<file path="config.mk">
export PLATFORM = sky130hd
export DESIGN_NAME = safeload_ctrl
export DESIGN_NICKNAME = d
export VERILOG_FILES = /design/src/rtl/safeload_pkg.sv /design/src/rtl/safeload_stage_bank.sv /design/src/rtl/safeload_pick.sv /design/src/rtl/safeload_seq.sv /design/src/rtl/safeload_ctrl.sv
export SDC_FILE = /design/constraint.sdc
export NUM_CORES = 1
export LEC_CHECK = 0
export BUFFER_PORTS_ARGS = -buffer_cell sky130_fd_sc_hd__buf_2
export CORE_AREA = 2 2 162 164
export CTS_CLUSTER_DIAMETER = 200
export DETAILED_ROUTE_END_ITERATION = 6
export DIE_AREA = 0 0 164 166
export GPL_ROUTABILITY_DRIVEN = 0
export PLACE_DENSITY_LB_ADDON = 0.05
export SETUP_SLACK_MARGIN = 0.02
export SYNTH_ARGS = -nofsm -noshare
export SYNTH_HDL_FRONTEND = slang
export SYNTH_HIERARCHICAL = 1
export SYNTH_SLANG_ARGS = --single-unit
</file>
<file path="constraint.sdc">
create_clock -name clk -period 2.7 [get_ports clk]
set_clock_uncertainty 0.1 [all_clocks]
set_input_delay 0.54 -clock clk [delete_from_list [all_inputs] [get_ports clk]]
set_output_delay 0.54 -clock clk [all_outputs]
set_load 0.01 [all_outputs]
</file>
<file path="src/rtl/safeload_pkg.sv">
package safeload_pkg;
    typedef enum logic [1:0] {
        SL_IDLE  = 2'd0,
        SL_ARMED = 2'd1,
        SL_XFER  = 2'd2
    } sl_state_e;
endpackage

</file>
<file path="src/rtl/safeload_stage_bank.sv">
// Staging slots: one address register, one data register and a dirty flag per slot.
module safeload_stage_bank #(
    parameter int NUM_PAIRS = 5,
    parameter int ADDR_W    = 10,
    parameter int DATA_W    = 28,
    localparam int SEL_W    = $clog2(NUM_PAIRS)
) (
    input  logic                          clk,
    input  logic                          rst_n,
    input  logic                          wr_en,
    input  logic [SEL_W-1:0]              wr_sel,
    input  logic                          wr_is_data,
    input  logic [DATA_W-1:0]             wr_val,
    input  logic                          clr_en,
    input  logic [SEL_W-1:0]              clr_sel,
    output logic [NUM_PAIRS*ADDR_W-1:0]   addr_flat,
    output logic [NUM_PAIRS*DATA_W-1:0]   data_flat,
    output logic [NUM_PAIRS-1:0]          dirty
);
    for (genvar g = 0; g < NUM_PAIRS; g++) begin : g_slot
        logic hit;
        logic [ADDR_W-1:0] addr_q;
        logic [DATA_W-1:0] data_q;
        logic              dirty_q;

        assign hit = wr_en && (wr_sel == SEL_W'(g));

        always_ff @(posedge clk) begin
            if (!rst_n) begin
                addr_q  <= '0;
                data_q  <= '0;
                dirty_q <= 1'b0;
            end else begin
                if (hit && !wr_is_data) begin
                    addr_q <= wr_val[ADDR_W-1:0];
                end
                if (hit && wr_is_data) begin
                    data_q  <= wr_val;
                    dirty_q <= 1'b1;
                end else if (clr_en && (clr_sel == SEL_W'(g))) begin
                    dirty_q <= 1'b0;
                end
            end
        end

        assign addr_flat[g*ADDR_W +: ADDR_W] = addr_q;
        assign data_flat[g*DATA_W +: DATA_W] = data_q;
        assign dirty[g] = dirty_q;
    end
endmodule

</file>
<file path="src/rtl/safeload_pick.sv">
// Finds the lowest-numbered dirty slot and presents its contents.
module safeload_pick #(
    parameter int NUM_PAIRS = 5,
    parameter int ADDR_W    = 10,
    parameter int DATA_W    = 28,
    localparam int SEL_W    = $clog2(NUM_PAIRS)
) (
    input  logic [NUM_PAIRS-1:0]        dirty,
    input  logic [NUM_PAIRS*ADDR_W-1:0] addr_flat,
    input  logic [NUM_PAIRS*DATA_W-1:0] data_flat,
    output logic                        any_dirty,
    output logic [SEL_W-1:0]            pick_idx,
    output logic [ADDR_W-1:0]           pick_addr,
    output logic [DATA_W-1:0]           pick_data
);
    always_comb begin
        any_dirty = |dirty;
        pick_idx  = '0;
        pick_addr = '0;
        pick_data = '0;
        // Scan downward so the lowest dirty slot wins.
        for (int i = NUM_PAIRS - 1; i >= 0; i--) begin
            if (dirty[i]) begin
                pick_idx  = SEL_W'(i);
                pick_addr = addr_flat[i*ADDR_W +: ADDR_W];
                pick_data = data_flat[i*DATA_W +: DATA_W];
            end
        end
    end
endmodule

</file>
<file path="src/rtl/safeload_seq.sv">
// Commit sequencer: waits for the frame strobe, then drains dirty slots.
module safeload_seq
    import safeload_pkg::*;
#(
    parameter int NUM_PAIRS = 5,
    parameter int ADDR_W    = 10,
    parameter int DATA_W    = 28,
    localparam int SEL_W    = $clog2(NUM_PAIRS)
) (
    input  logic              clk,
    input  logic              rst_n,
    input  logic              go_req,
    input  logic              frame_start,
    input  logic              any_dirty,
    input  logic [SEL_W-1:0]  pick_idx,
    input  logic [ADDR_W-1:0] pick_addr,
    input  logic [DATA_W-1:0] pick_data,
    output logic              go_pending,
    output logic              busy,
    output logic              clr_en,
    output logic [SEL_W-1:0]  clr_sel,
    output logic              ram_we,
    output logic [ADDR_W-1:0] ram_addr,
    output logic [DATA_W-1:0] ram_data
);
    sl_state_e state_q, state_d;

    always_comb begin
        state_d = state_q;
        unique case (state_q)
            SL_IDLE:  if (go_req && any_dirty) state_d = SL_ARMED;
            SL_ARMED: if (frame_start)         state_d = SL_XFER;
            SL_XFER:  if (!any_dirty)          state_d = SL_IDLE;
            default:                           state_d = SL_IDLE;
        endcase
    end

    always_ff @(posedge clk) begin
        if (!rst_n) state_q <= SL_IDLE;
        else        state_q <= state_d;
    end

    assign go_pending = (state_q != SL_IDLE);
    assign busy       = (state_q == SL_XFER);
    assign clr_en     = busy && any_dirty;
    assign clr_sel    = pick_idx;

    always_ff @(posedge clk) begin
        if (!rst_n) begin
            ram_we   <= 1'b0;
            ram_addr <= '0;
            ram_data <= '0;
        end else begin
            ram_we <= clr_en;
            if (clr_en) begin
                ram_addr <= pick_addr;
                ram_data <= pick_data;
            end
        end
    end
endmodule

</file>
<file path="src/rtl/safeload_ctrl.sv">
// Top: staging bank, slot picker and commit sequencer.
module safeload_ctrl #(
    parameter int NUM_PAIRS = 5,
    parameter int ADDR_W    = 10,
    parameter int DATA_W    = 28,
    localparam int SEL_W    = $clog2(NUM_PAIRS)
) (
    input  logic              clk,
    input  logic              rst_n,
    input  logic              host_wr_en,
    input  logic [SEL_W-1:0]  host_wr_slot,
    input  logic              host_wr_is_data,
    input  logic [DATA_W-1:0] host_wr_val,
    input  logic              host_go,
    output logic              go_pending,
    output logic              busy,
    input  logic              frame_start,
    output logic              ram_we,
    output logic [ADDR_W-1:0] ram_addr,
    output logic [DATA_W-1:0] ram_data
);
    logic                        wr_ok;
    logic                        clr_en;
    logic [SEL_W-1:0]            clr_sel;
    logic [NUM_PAIRS*ADDR_W-1:0] addr_flat;
    logic [NUM_PAIRS*DATA_W-1:0] data_flat;
    logic [NUM_PAIRS-1:0]        dirty;
    logic                        any_dirty;
    logic [SEL_W-1:0]            pick_idx;
    logic [ADDR_W-1:0]           pick_addr;
    logic [DATA_W-1:0]           pick_data;

    // Writes are refused during a transfer and for slot numbers out of range.
    assign wr_ok = host_wr_en && !busy &&
                   ({1'b0, host_wr_slot} < (SEL_W+1)'(NUM_PAIRS));

    safeload_stage_bank #(.NUM_PAIRS(NUM_PAIRS), .ADDR_W(ADDR_W), .DATA_W(DATA_W)) u_bank (
        .clk        (clk),
        .rst_n      (rst_n),
        .wr_en      (wr_ok),
        .wr_sel     (host_wr_slot),
        .wr_is_data (host_wr_is_data),
        .wr_val     (host_wr_val),
        .clr_en     (clr_en),
        .clr_sel    (clr_sel),
        .addr_flat  (addr_flat),
        .data_flat  (data_flat),
        .dirty      (dirty)
    );

    safeload_pick #(.NUM_PAIRS(NUM_PAIRS), .ADDR_W(ADDR_W), .DATA_W(DATA_W)) u_pick (
        .dirty     (dirty),
        .addr_flat (addr_flat),
        .data_flat (data_flat),
        .any_dirty (any_dirty),
        .pick_idx  (pick_idx),
        .pick_addr (pick_addr),
        .pick_data (pick_data)
    );

    safeload_seq #(.NUM_PAIRS(NUM_PAIRS), .ADDR_W(ADDR_W), .DATA_W(DATA_W)) u_seq (
        .clk         (clk),
        .rst_n       (rst_n),
        .go_req      (host_go),
        .frame_start (frame_start),
        .any_dirty   (any_dirty),
        .pick_idx    (pick_idx),
        .pick_addr   (pick_addr),
        .pick_data   (pick_data),
        .go_pending  (go_pending),
        .busy        (busy),
        .clr_en      (clr_en),
        .clr_sel     (clr_sel),
        .ram_we      (ram_we),
        .ram_addr    (ram_addr),
        .ram_data    (ram_data)
    );
endmodule

</file>
* Word level (Yosys, flattened, before mapping) *
Index checks and enable logic that the tools add are counted.

cells by class
  equality and inequality tests = 13
  muxes and demuxes = 29
  magnitude comparators = 1
  reductions and logical operators = 37

operator list
  cell                  number
  $mux W28              5
  $mux W10              5
  $logic_and A1 B1 Y1   24
  $mux W3               5
  $eq A3 B2 Y1 const B  4
  $reduce_bool A2 Y1    6
  $mux W1               10
  $eq A3 B1 Y1 const B  2
  $eq A3 B3 Y1 const B  2
  $logic_not A3 Y1      2
  $mux W2               3
  $pmux W2 S3           1
  $reduce_or A5 Y1      1
  $ne A2 B2 Y1 const B  2
  $lt A3 B3 Y1 const B  1
  $reduce_and A3 Y1     1
  $eq A2 B1 Y1 const B  1
  $eq A2 B2 Y1 const B  1
  $logic_not A1 Y1      2
  $logic_not A2 Y1      1
  $ne A2 B1 Y1 const B  1

word-level totals
  bits in registers = 236
  output and inout bits = 41
  word-level logic and storage cells = 99

* Longest topological paths before layout *
Gate-level depths: netlist (run 1).

  word-level depth = 9
  depth in mapped cells = 12
  depth with buffers taken out = 7

* By module *
Netlist (run 1), hierarchy kept.

by module, submodules not included
  module               instances  seq. area each (um2)  cells an instance  area an instance (um2)
  safeload_stage_bank  1          3903.7                684                7093.1
  safeload_seq         1          820.8                 182                1706.6
  safeload_pick        1          0.0                   232                1238.7
  safeload_ctrl        1          0.0                   2                  13.8

* Worst setup path before layout (run 1) *
No wires, ideal clock.

  path type = register to register
  start = register u_bank.g_slot[0].dirty_q
  end = register u_bank.g_slot[2].dirty_q
  buffers on the path = 5
  stages on the path, launching flop included = 13
  arrival time = 1986 ps
  slack = 500 ps
  data required time = 2485 ps
  path through = dfxtp_1 buf_4 or2_2 clkbuf_1 buf_2 nor2_1 nand2_1 and3b_1 buf_6 buf_8 inv_1 o41a_1 o21a_1

on the way
  longest elaborated chain between the ends = 4
  elaborated cells on any way between the ends = 6
  classes of those cells = eq/ne (1); mux (1); reduce/logical (4)

RTL lines
  element                              RTL line                   source
  from (decl)                          safeload_stage_bank.sv:24  logic dirty_q;
  from (signal assigned)               safeload_stage_bank.sv:32  dirty_q <= 1'b0;
  from (signal assigned)               safeload_stage_bank.sv:39  dirty_q <= 1'b1;
  from (signal assigned)               safeload_stage_bank.sv:41  dirty_q <= 1'b0;
  $reduce_or A5 Y1                     safeload_pick.sv:17        any_dirty = |dirty;
  via any_dirty                        safeload_ctrl.sv:28        logic any_dirty;
  $logic_and A1 B1 Y1                  safeload_seq.sv:45         assign clr_en = busy && any_dirty;
  via clr_en                           safeload_ctrl.sv:23        logic clr_en;
  $logic_and A1 B1 Y1                  safeload_stage_bank.sv:40  end else if (clr_en && (clr_sel == SEL_W'(g))) begin
  $reduce_bool A2 Y1 (no source line)  n/a
  to (signal assigned)                 safeload_stage_bank.sv:32
  to (signal assigned)                 safeload_stage_bank.sv:39
  to (signal assigned)                 safeload_stage_bank.sv:41
  to (decl)                            safeload_stage_bank.sv:24

The timed path passes the listed nets, and every way through them passes these cells.
A chain may end at the register's enable or synchronous reset.

* Final worst setup path (run 1) *
  start = register u_seq.state_q[0]
  end = register u_bank.g_slot[1].data_q[20]

on the way
  longest elaborated chain between the ends = 6

RTL lines
  element                            RTL line                   source
  from (decl)                        safeload_seq.sv:26         sl_state_e state_q, state_d;
  from (signal assigned)             safeload_seq.sv:40         else state_q <= state_d;
  $eq A2 B2 Y1                       safeload_seq.sv:44         assign busy = (state_q == SL_XFER);
  $logic_not A1 Y1                   safeload_ctrl.sv:34        assign wr_ok = host_wr_en && !busy &&
  $logic_and A1 B1 Y1 (2 in series)  safeload_ctrl.sv:34
  via wr_ok                          safeload_ctrl.sv:22        logic wr_ok;
  $logic_and A1 B1 Y1                safeload_stage_bank.sv:26  assign hit = wr_en && (wr_sel == SEL_W'(g));
  $logic_and A1 B1 Y1                safeload_stage_bank.sv:37  if (hit && wr_is_data) begin
  to (signal assigned)               safeload_stage_bank.sv:38  data_q <= wr_val;
  to (decl)                          safeload_stage_bank.sv:23  logic [DATA_W-1:0] data_q;

The timed path passes the listed nets, and every way through them passes these cells.

==> qor.yml, run 1 <==
outcome:
  status: "finished clean"
sta:
  grt_setup_unrepaired: "no"
  max_clock_freq_mhz: 454.7
  layout_worst_path_cycle_share_pct: 81.45
  final_max_slew_viol_count: 0
  timing.slew.headroom_pct: 48.91
  worst_slew_pin_slew_ns: 0.7645
  setup_violations: 0
  post-route-worst-setup-slack_ns: 0.5008
  final_count_of_hold_timing_violations: 0
  final_min_period_ns: 2.199
  setup_tns_after_final_layout_ns: 0
clocking:
  numCtsBuffers: 27
  clock_sinks: 236
  clkTransAtPathRegs_ns: 0.06
  worst_case_clock_buffer_depth: 3
  post_cts_setup_repair_buffer_count: 0
  clockRootBuffer: "clkbuf_16"
  cts.hold.buffers_added: 0
  post_cts_resized: 0
  htreeDepth: 1
  clock_latency_ns: 0.54
  cts_tree: "yes"
global_route:
  use_met1_pct: 29.65
  globalRouteTotalUtil_pct: 19.51
  grt_first_pass_wirelength_um: 42560
  antenna_found_initial: 0
  fraction_of_met3_tracks_used_by_global_routing_pct: 2.622
  grt_pass1_vias: 7471
  top_usage_layer: "met1"
  grt_max_degree: 77
  globalRoute.totalOverflow: 0
  grt_util_met2_pct: 29.48
floorplan:
  starting_utilization_of_the_core_area_pct: 39.24
  die_width_um: 164
  placeableCoreArea_um2: 25620
  io_pins: 78
  die_area_um2: 27220
  die_h_um: 166
  core.rowCount: 59
route:
  first_pass_iters: 7
  routed_wire_length_per_instance_um: 17.86
  dr_total_vias: 7623
  postRouteAntennaNets: 0
  drc: 0
  route.final.wire_length_um: 26700
  detail_route.vias_per_cell: 5.099
  number_of_drc_markers_in_iteration_0: 452
setup_path:
  critPathArrivalTime_ns: 2.56
  critPathCaptureType: "register"
  worstSetupPathType: "register to register"
  critical_path_peak_fanout: 20
  setup.reg_to_reg.worst_slack_ns: 0.50
  critical_path_required_ns: 3.06
  timing.critical_path.from_type: "register"
logic_synthesis:
  synth_area_per_cell_um2: 9.138
  syn_nets: 1137
  yosys.area.top_type: "dfxtp_1"
  syn-instance-count: 1100
  synthTopCellsByArea: "dfxtp_1 47%, mux2i_1 23%, nand2_1 13%"
  yosysSeqAreaShare_pct: 47.00
  ys_types: 38
  synth_common_cells: "339 x nand2_1, 236 x dfxtp_1, 228 x mux2i_1, 39 x clkbuf_1"
  post_synth_edffs: 0
  register_bit_total_from_synthesis: 236
  postSynth.asyncResetShare_pct: 0
  synth-main-ff-cell: "dfxtp_1"
  synthesis.yosys.warnings: 6
  post-synth-top-count-cell: "nand2_1"
  synth.top_cell.area_share_pct: 47.00
  netlist_area_um2: 10050
final_layout:
  n_fill_cell: 2528
  n_antenna_cell: 0
  drive_gt1_share_pct: 14.31
  syn2layout_area_growth_pct: 14.23
  register_area_um2: 4727
  nets: 1179
  multiInputGateArea_um2: 4788
flow_run:
  drv.max_cap_violation_count: 0
power_and_ir_drop:
  static-leakage-power_nw: 4.459
  powerDensity_nw_per_um2: 629.2
  vdd_ir_drop_max_mv: 0.3137
placed_design:
  place_worst_setup_slack_ns: 0.4018
  hpwl_um: 16310
  port_buffers: 77
hold_path:
  min-delay-path-class: "input port to register"
-- kinds of logic after synthesis --
| kind of cell | Yosys count | synth area share [%] |
|---|---|---|
| muxes | 228 | 22.70 |
| and+or+nand+nor | 410 | 16.84 |
| AOI/OAI and AO/OA | 125 | 7.792 |
| DFF | 236 | 47.00 |
| buffers and inverters | 101 | 5.663 |
-- worst max-delay path, cell delays in order (launching register included) --
cell	delay, ns
dfxtp_1	0.38
and2b_1	0.24
and3b_1	0.27
nor3b_2	0.28
and3_2	0.24
buf_4	0.36
mux2i_1	0.25
-- state kept, by name, summed over array words and instances (netlist names) --
register,count
u_seq/ram_addr,10
u_seq/ram_we,1
u_bank/g_slot.dirty_q,5
u_bank/g_slot.data_q,140
u_seq/state_q,2
u_bank/g_slot.addr_q,50
u_seq/ram_data,28
-- metrics by stage --
stage	total power [mW]	cells	hold slack, ns	utilization [%]	area [µm²]
after CTS	7.318	1495	0.1555	44.82	11480
final	7.225	1495	0.1740	44.82	11480
after global placement	3.947	1448	0.3413	41.74	10690
after detailed placement	3.946	1448	0.3441	41.74	10690
after global routing	7.497	1495	0.1667	44.82	11480
after floorplan	3.817	1100	0.3298	-	10050
-- final timing paths --
check,cells after the start,endpoint,start
setup / recovery,6,u_bank/g_slot[1].data_q[20],u_seq/state_q[0]
hold / removal,3,u_seq/state_q[0],frame_start
setup reg to reg,6,u_bank/g_slot[1].data_q[20],u_seq/state_q[0]
hold reg to reg,2,u_seq/ram_data[20],u_seq/ram_data[20]
-- final cells by class --
| class | count | area share [%] |
|---|---|---|
| Clock buffer | 43 | 6.669 |
| Sequential cell | 236 | 41.17 |
| Clock inverter | 4 | 0.2070 |
| Tap cell | 335 | 3.650 |
| Timing Repair Buffer | 110 | 6.473 |
| Multi-Input combinational cell | 763 | 41.70 |
| Inverter | 4 | 0.1308 |
-- layout by cell type (no fill, tap or decap), drive strengths merged --
master     n
nand2    339
dfxtp    236
mux2i    228
buf      110
clkbuf    43
a21oi     40
nand3     38
o22ai     38
a31oi     38
nor2       6
inv        5
nand3b     4
and3b      4
clkinv     3
nor4b      3
o2bb2ai    3
nor3b      3
nand2b     3
and3       2
o21a       2
or2        2
o21ai      1
or4        1
nor3       1
o41ai      1
a21boi     1
o41a       1
nor2b      1
and2b      1
and2       1
or2b       1
-- routing by layer --
metal  share of wire, %  vias to the layer above
met3                3.8                       34
met1                 52                     3623
met4                1.3                        0
li1                   -                     3842
met5                  0                        -
met2                 43                      124
-- report_power, final --
part,internal [mW],switching [mW]
clock,1.93,1.43
sequential,3.51,0.0152
combinational,0.109,0.232
Note: power is estimated with default switching activity, not from simulation.
==> run 2, diff against run 1 <==
Settings changed: ABC_AREA set to 1, CORE_AREA 2 2 162 164 to 2 2 180 182, DIE_AREA 0 0 164 166 to 0 0 182 184.
Clock period 2.7 ns to 2 ns, I/O delays scaled along.
==> qor.yml, run 2 <==
sta:
  final_max_slew_viol_count: 0  # unchanged
  worst_slew_pin_slew_ns: 0.4779  # -0.2866 ns
  setup_violations: 0  # unchanged
  timing.slew.headroom_pct: 68.14  # +19 points
  grt_setup_unrepaired: "no"
  max_clock_freq_mhz: 537.5  # +18%
  final_min_period_ns: 1.860  # -0.3388 ns
  layout_worst_path_cycle_share_pct: 93.02  # +12 points
  final_count_of_hold_timing_violations: 0  # unchanged
  setup_tns_after_final_layout_ns: 0  # unchanged
  post-route-worst-setup-slack_ns: 0.1395  # -0.3612 ns
  hold_slack_ns: 0.02926  # -0.1447 ns
logic_synthesis:
  register_bit_total_from_synthesis: 236  # unchanged
  post_synth_edffs: 0  # unchanged
  ys_types: 17  # -55%
  post_synth_and_or_nand_nor_area_fraction_pct: 39.43  # +23 points
  synth_common_cells: "663 x nand2_1, 462 x inv_1, 360 x nor2_1, 236 x dfxtp_1, 203 x nand3_1"
  syn_nets: 2183  # +92%
  netlist_area_um2: 12400  # +23%
  synth.top_cell.area_share_pct: 38.09  # -8.9 points
  synthesis.yosys.warnings: 6  # unchanged
  syn-instance-count: 2146  # +95%
  muxShareOfSynthArea_pct: 0  # -23 points
  compound_gate_portion_of_the_synthesized_area_pct: 3.389  # -4.4 points
  postSynth.asyncResetShare_pct: 0  # unchanged
  synth_area_per_cell_um2: 5.780  # -37%
  yosysSeqAreaShare_pct: 38.09  # -8.9 points
  synth_xor_xnor_area_share_pct: 0  # unchanged
  yosys.area.top_type: "dfxtp_1"
  synth-adder-area-share_pct: 0  # unchanged
  synth-main-ff-cell: "dfxtp_1"
  post-synth-top-count-cell: "nand2_1"
  synthTopCellsByArea: "dfxtp_1 38%, nand2_1 20%, inv_1 14%"
  combinational_family_with_the_most_area_after_synthesis: "simple AND/OR/NAND/NOR gates"
setup_path:
  critical-path-slowest-cell: "dfxtp_1"
  setup.reg_to_reg.worst_slack_ns: 0.14  # -0.36 ns
  setup.worst_path.end: "u_bank/g_slot[3].addr_q[0]"
  rr_startpoint: "u_seq/state_q[1]"
  critPathArrivalTime_ns: 2.23  # -0.33 ns
  critical-path-top-cell-by-count: "inv_1"
  critical_path.reg2reg.endpoint: "u_bank/g_slot[3].addr_q[0]"
  worstSetupPathType: "register to register"
  rr_worst_depth: 12  # +6
  critical_path_required_ns: 2.37  # -0.69 ns
  timing.critical_path.from_type: "register"
  worst_setup_path_startpoint: "u_seq/state_q[1]"
  critPathCaptureType: "register"
  slowest_delay_ns: 0.31  # -0.07 ns
  critical_path_peak_fanout: 21  # +5.0%
  timing.critical_path.cells: "inv_1, nor2_1, inv_1, nand2_1, nor2_2, nand2_2, nor2_4, buf_12, nand2_2, nand2_1, inv_1, nor2_1"
power_and_ir_drop:
  p_sw_mw: 2.557  # +52%
  clkPwrFrac_pct: 47.5  # +1.0 points
  p_sw_share_pct: 24.34  # +1.1 points
  post_layout_total_power_mw: 10.51  # +45%
  comb_power_share_pct: 6.8  # +2.1 points
  vdd_ir_drop_max_mv: 0.6384  # +100%
  static-leakage-power_nw: 7.890  # +77%
  power_frac_seq_pct: 45.7  # -3.1 points
  power_report.internal_total_mw: 7.950  # +43%
  powerDensity_nw_per_um2: 732.4  # +16%
global_route:
  grt_max_degree: 80  # +3.9%
  grt_pass1_vias: 10670  # +43%
  globalRoute.totalOverflow: 0  # unchanged
  antenna_found_initial: 1  # +1
  globalRouteTotalUtil_pct: 21.48  # +2.0 points
  grt_first_pass_wirelength_um: 57750  # +36%
clocking:
  clockRootBuffer: "clkbuf_16"
  numCtsBuffers: 28  # +3.7%
  post_cts_setup_repair_buffer_count: 0  # unchanged
  cts_tree: "yes"
  htreeDepth: 1  # unchanged
  worst_case_clock_buffer_depth: 3  # unchanged
  clkTransAtPathRegs_ns: 0.06  # about the same
  clock_latency_ns: 0.54  # about the same
  clock_sinks: 236  # unchanged
final_layout:
  mostFrequentLayoutCell: "nand2_1"
  biggestRegsByFlops: "u_bank/g_slot.data_q: 140 flops, u_bank/g_slot.addr_q: 50 flops, u_seq/ram_data: 28 flops"
  nets: 2225  # +89%
  largest_reg_flops: 140  # unchanged
  multiInputGateArea_um2: 5369  # +12%
  n_fill_cell: 3390  # +34%
  register_area_um2: 4727  # unchanged
  regMostFlops: "u_bank/g_slot.data_q"
  syn2layout_area_growth_pct: 15.65
  final_design_area_no_fill_um2: 14350  # +25%
  leading_cell_types_in_the_layout_fill_and_taps_excluded: "662 x nand2_1, 462 x inv_1, 355 x nor2_1"
  drive_gt1_share_pct: 8.926  # -5.4 points
  n_antenna_cell: 0  # unchanged
placed_design:
  port_buffers: 77  # unchanged
  hpwl_um: 22120  # +36%
  placed_cell_area_um2: 13370  # +25%
  place_worst_setup_slack_ns: 0.07309  # -0.3287 ns
route:
  detail_route.wirelength.met1_um: 18090  # +30%
  routed_wire_length_per_instance_um: 13.59  # -24%
  routed-wl-met3_um: 1258  # +24%
  number_of_drc_markers_in_iteration_0: 669  # +48%
  first_pass_iters: 5  # -2
  route.final.wire_length_um: 35450  # +33%
  detail_route.vias_per_cell: 4.437  # -13%
  route.met2.wl_um: 15460  # +35%
  postRouteAntennaNets: 0  # unchanged
  top_routing_layer_in_use: "met4"
  drc: 0  # unchanged
  dr_total_vias: 11580  # +52%
floorplan:
  die_h_um: 184  # +11%
  starting_utilization_of_the_core_area_pct: 39.51  # +0.27 points
  die_width_um: 182  # +11%
  placeableCoreArea_um2: 31390  # +23%
  die_area_um2: 33490  # +23%
  core.rowCount: 65  # +10%
  io_pins: 78  # unchanged
outcome:
  status: "finished clean"
hold_path:
  min-delay-path-class: "input port to register"
flow_run:
  drv.max_cap_violation_count: 0  # unchanged
-- run 2: cell types whose count changed after synthesis, moves of 9 or more --
cell	change
buf_2	+23
clkbuf_1	+13
nor2_1	+354
nand3_1	+165
a21oi_1	+53
mux2i_1	-228
a31oi_1	-38
nand2_1	+324
inv_1	+458
a21oi_2	-9
o22ai_1	-38
-- run 2: worst max-delay path, delay by kind of cell (launching register included) --
family | cells | cell delay, ns
flops | 1 | 0.31
simple gates | 8 | 1.04
buf+inv | 4 | 0.34
-- run 2: final cells by class --
class                           instances  area share (%)
Clock buffer                           44           6.079
Clock inverter                          5          0.1744
Inverter                              466           12.19
Multi-Input combinational cell       1315           37.42
Sequential cell                       236           32.95
Tap cell                              402           3.506
Timing Repair Buffer                  141           7.675
-- run 2: power groups by stage --
stage | Sequential (mW) | Combinational (mW) | Clock, mW
after floorplan | 4.90 | 0.433 | 0
after global placement | 4.90 | 0.706 | 0
after detailed placement | 4.90 | 0.708 | 0
after CTS | 4.80 | 0.719 | 5.14
after global routing | 4.81 | 0.811 | 5.35
final | 4.80 | 0.719 | 4.99
-- run 2: worst min path at each step --
stage | start | endpoint | cells after the start
after floorplan | u_bank/g_slot[1].dirty_q | u_bank/g_slot[1].dirty_q | 2
after global placement | u_seq/ram_addr[8] | u_seq/ram_addr[8] | 4
after detailed placement | u_bank/g_slot[1].data_q[24] | u_bank/g_slot[1].data_q[24] | 4
after CTS | host_wr_val[14] | u_bank/g_slot[4].data_q[14] | 3
after global routing | host_wr_val[10] | u_bank/g_slot[4].data_q[10] | 3
final | host_wr_val[24] | u_bank/g_slot[0].data_q[24] | 3
-- run 2: kinds of logic (layout without fill, tap and decap cells) --
family	after synthesis	in the layout
and+or+nand+nor	1231	1231
buffers and inverters	595	656
DFF	236	236
AOI/OAI and AO/OA	84	84
-- run 2: what timing repair did --
action / CTS / global route
hold buffers: 5 / 0
hold endpoints to repair: 6 / 0
resized for setup: 0 / 7
setup endpoints to repair: 0 / 125
-- run 2: metal layers --
metal  vias to the layer above  global-route usage, %
met4                         0                  4.677
met5                         -                      0
met3                        42                  2.476
met2                       179                  34.79
li1                       6269                      -
met1                      5086                  30.71
-- run 2: per-stage QoR --
step                instances  utilization, %
floorplan                2146               -
global placement         2555           42.59
detailed placement       2555           42.59
CTS                      2609           45.61
global route             2609           45.70
finish                   2609           45.70
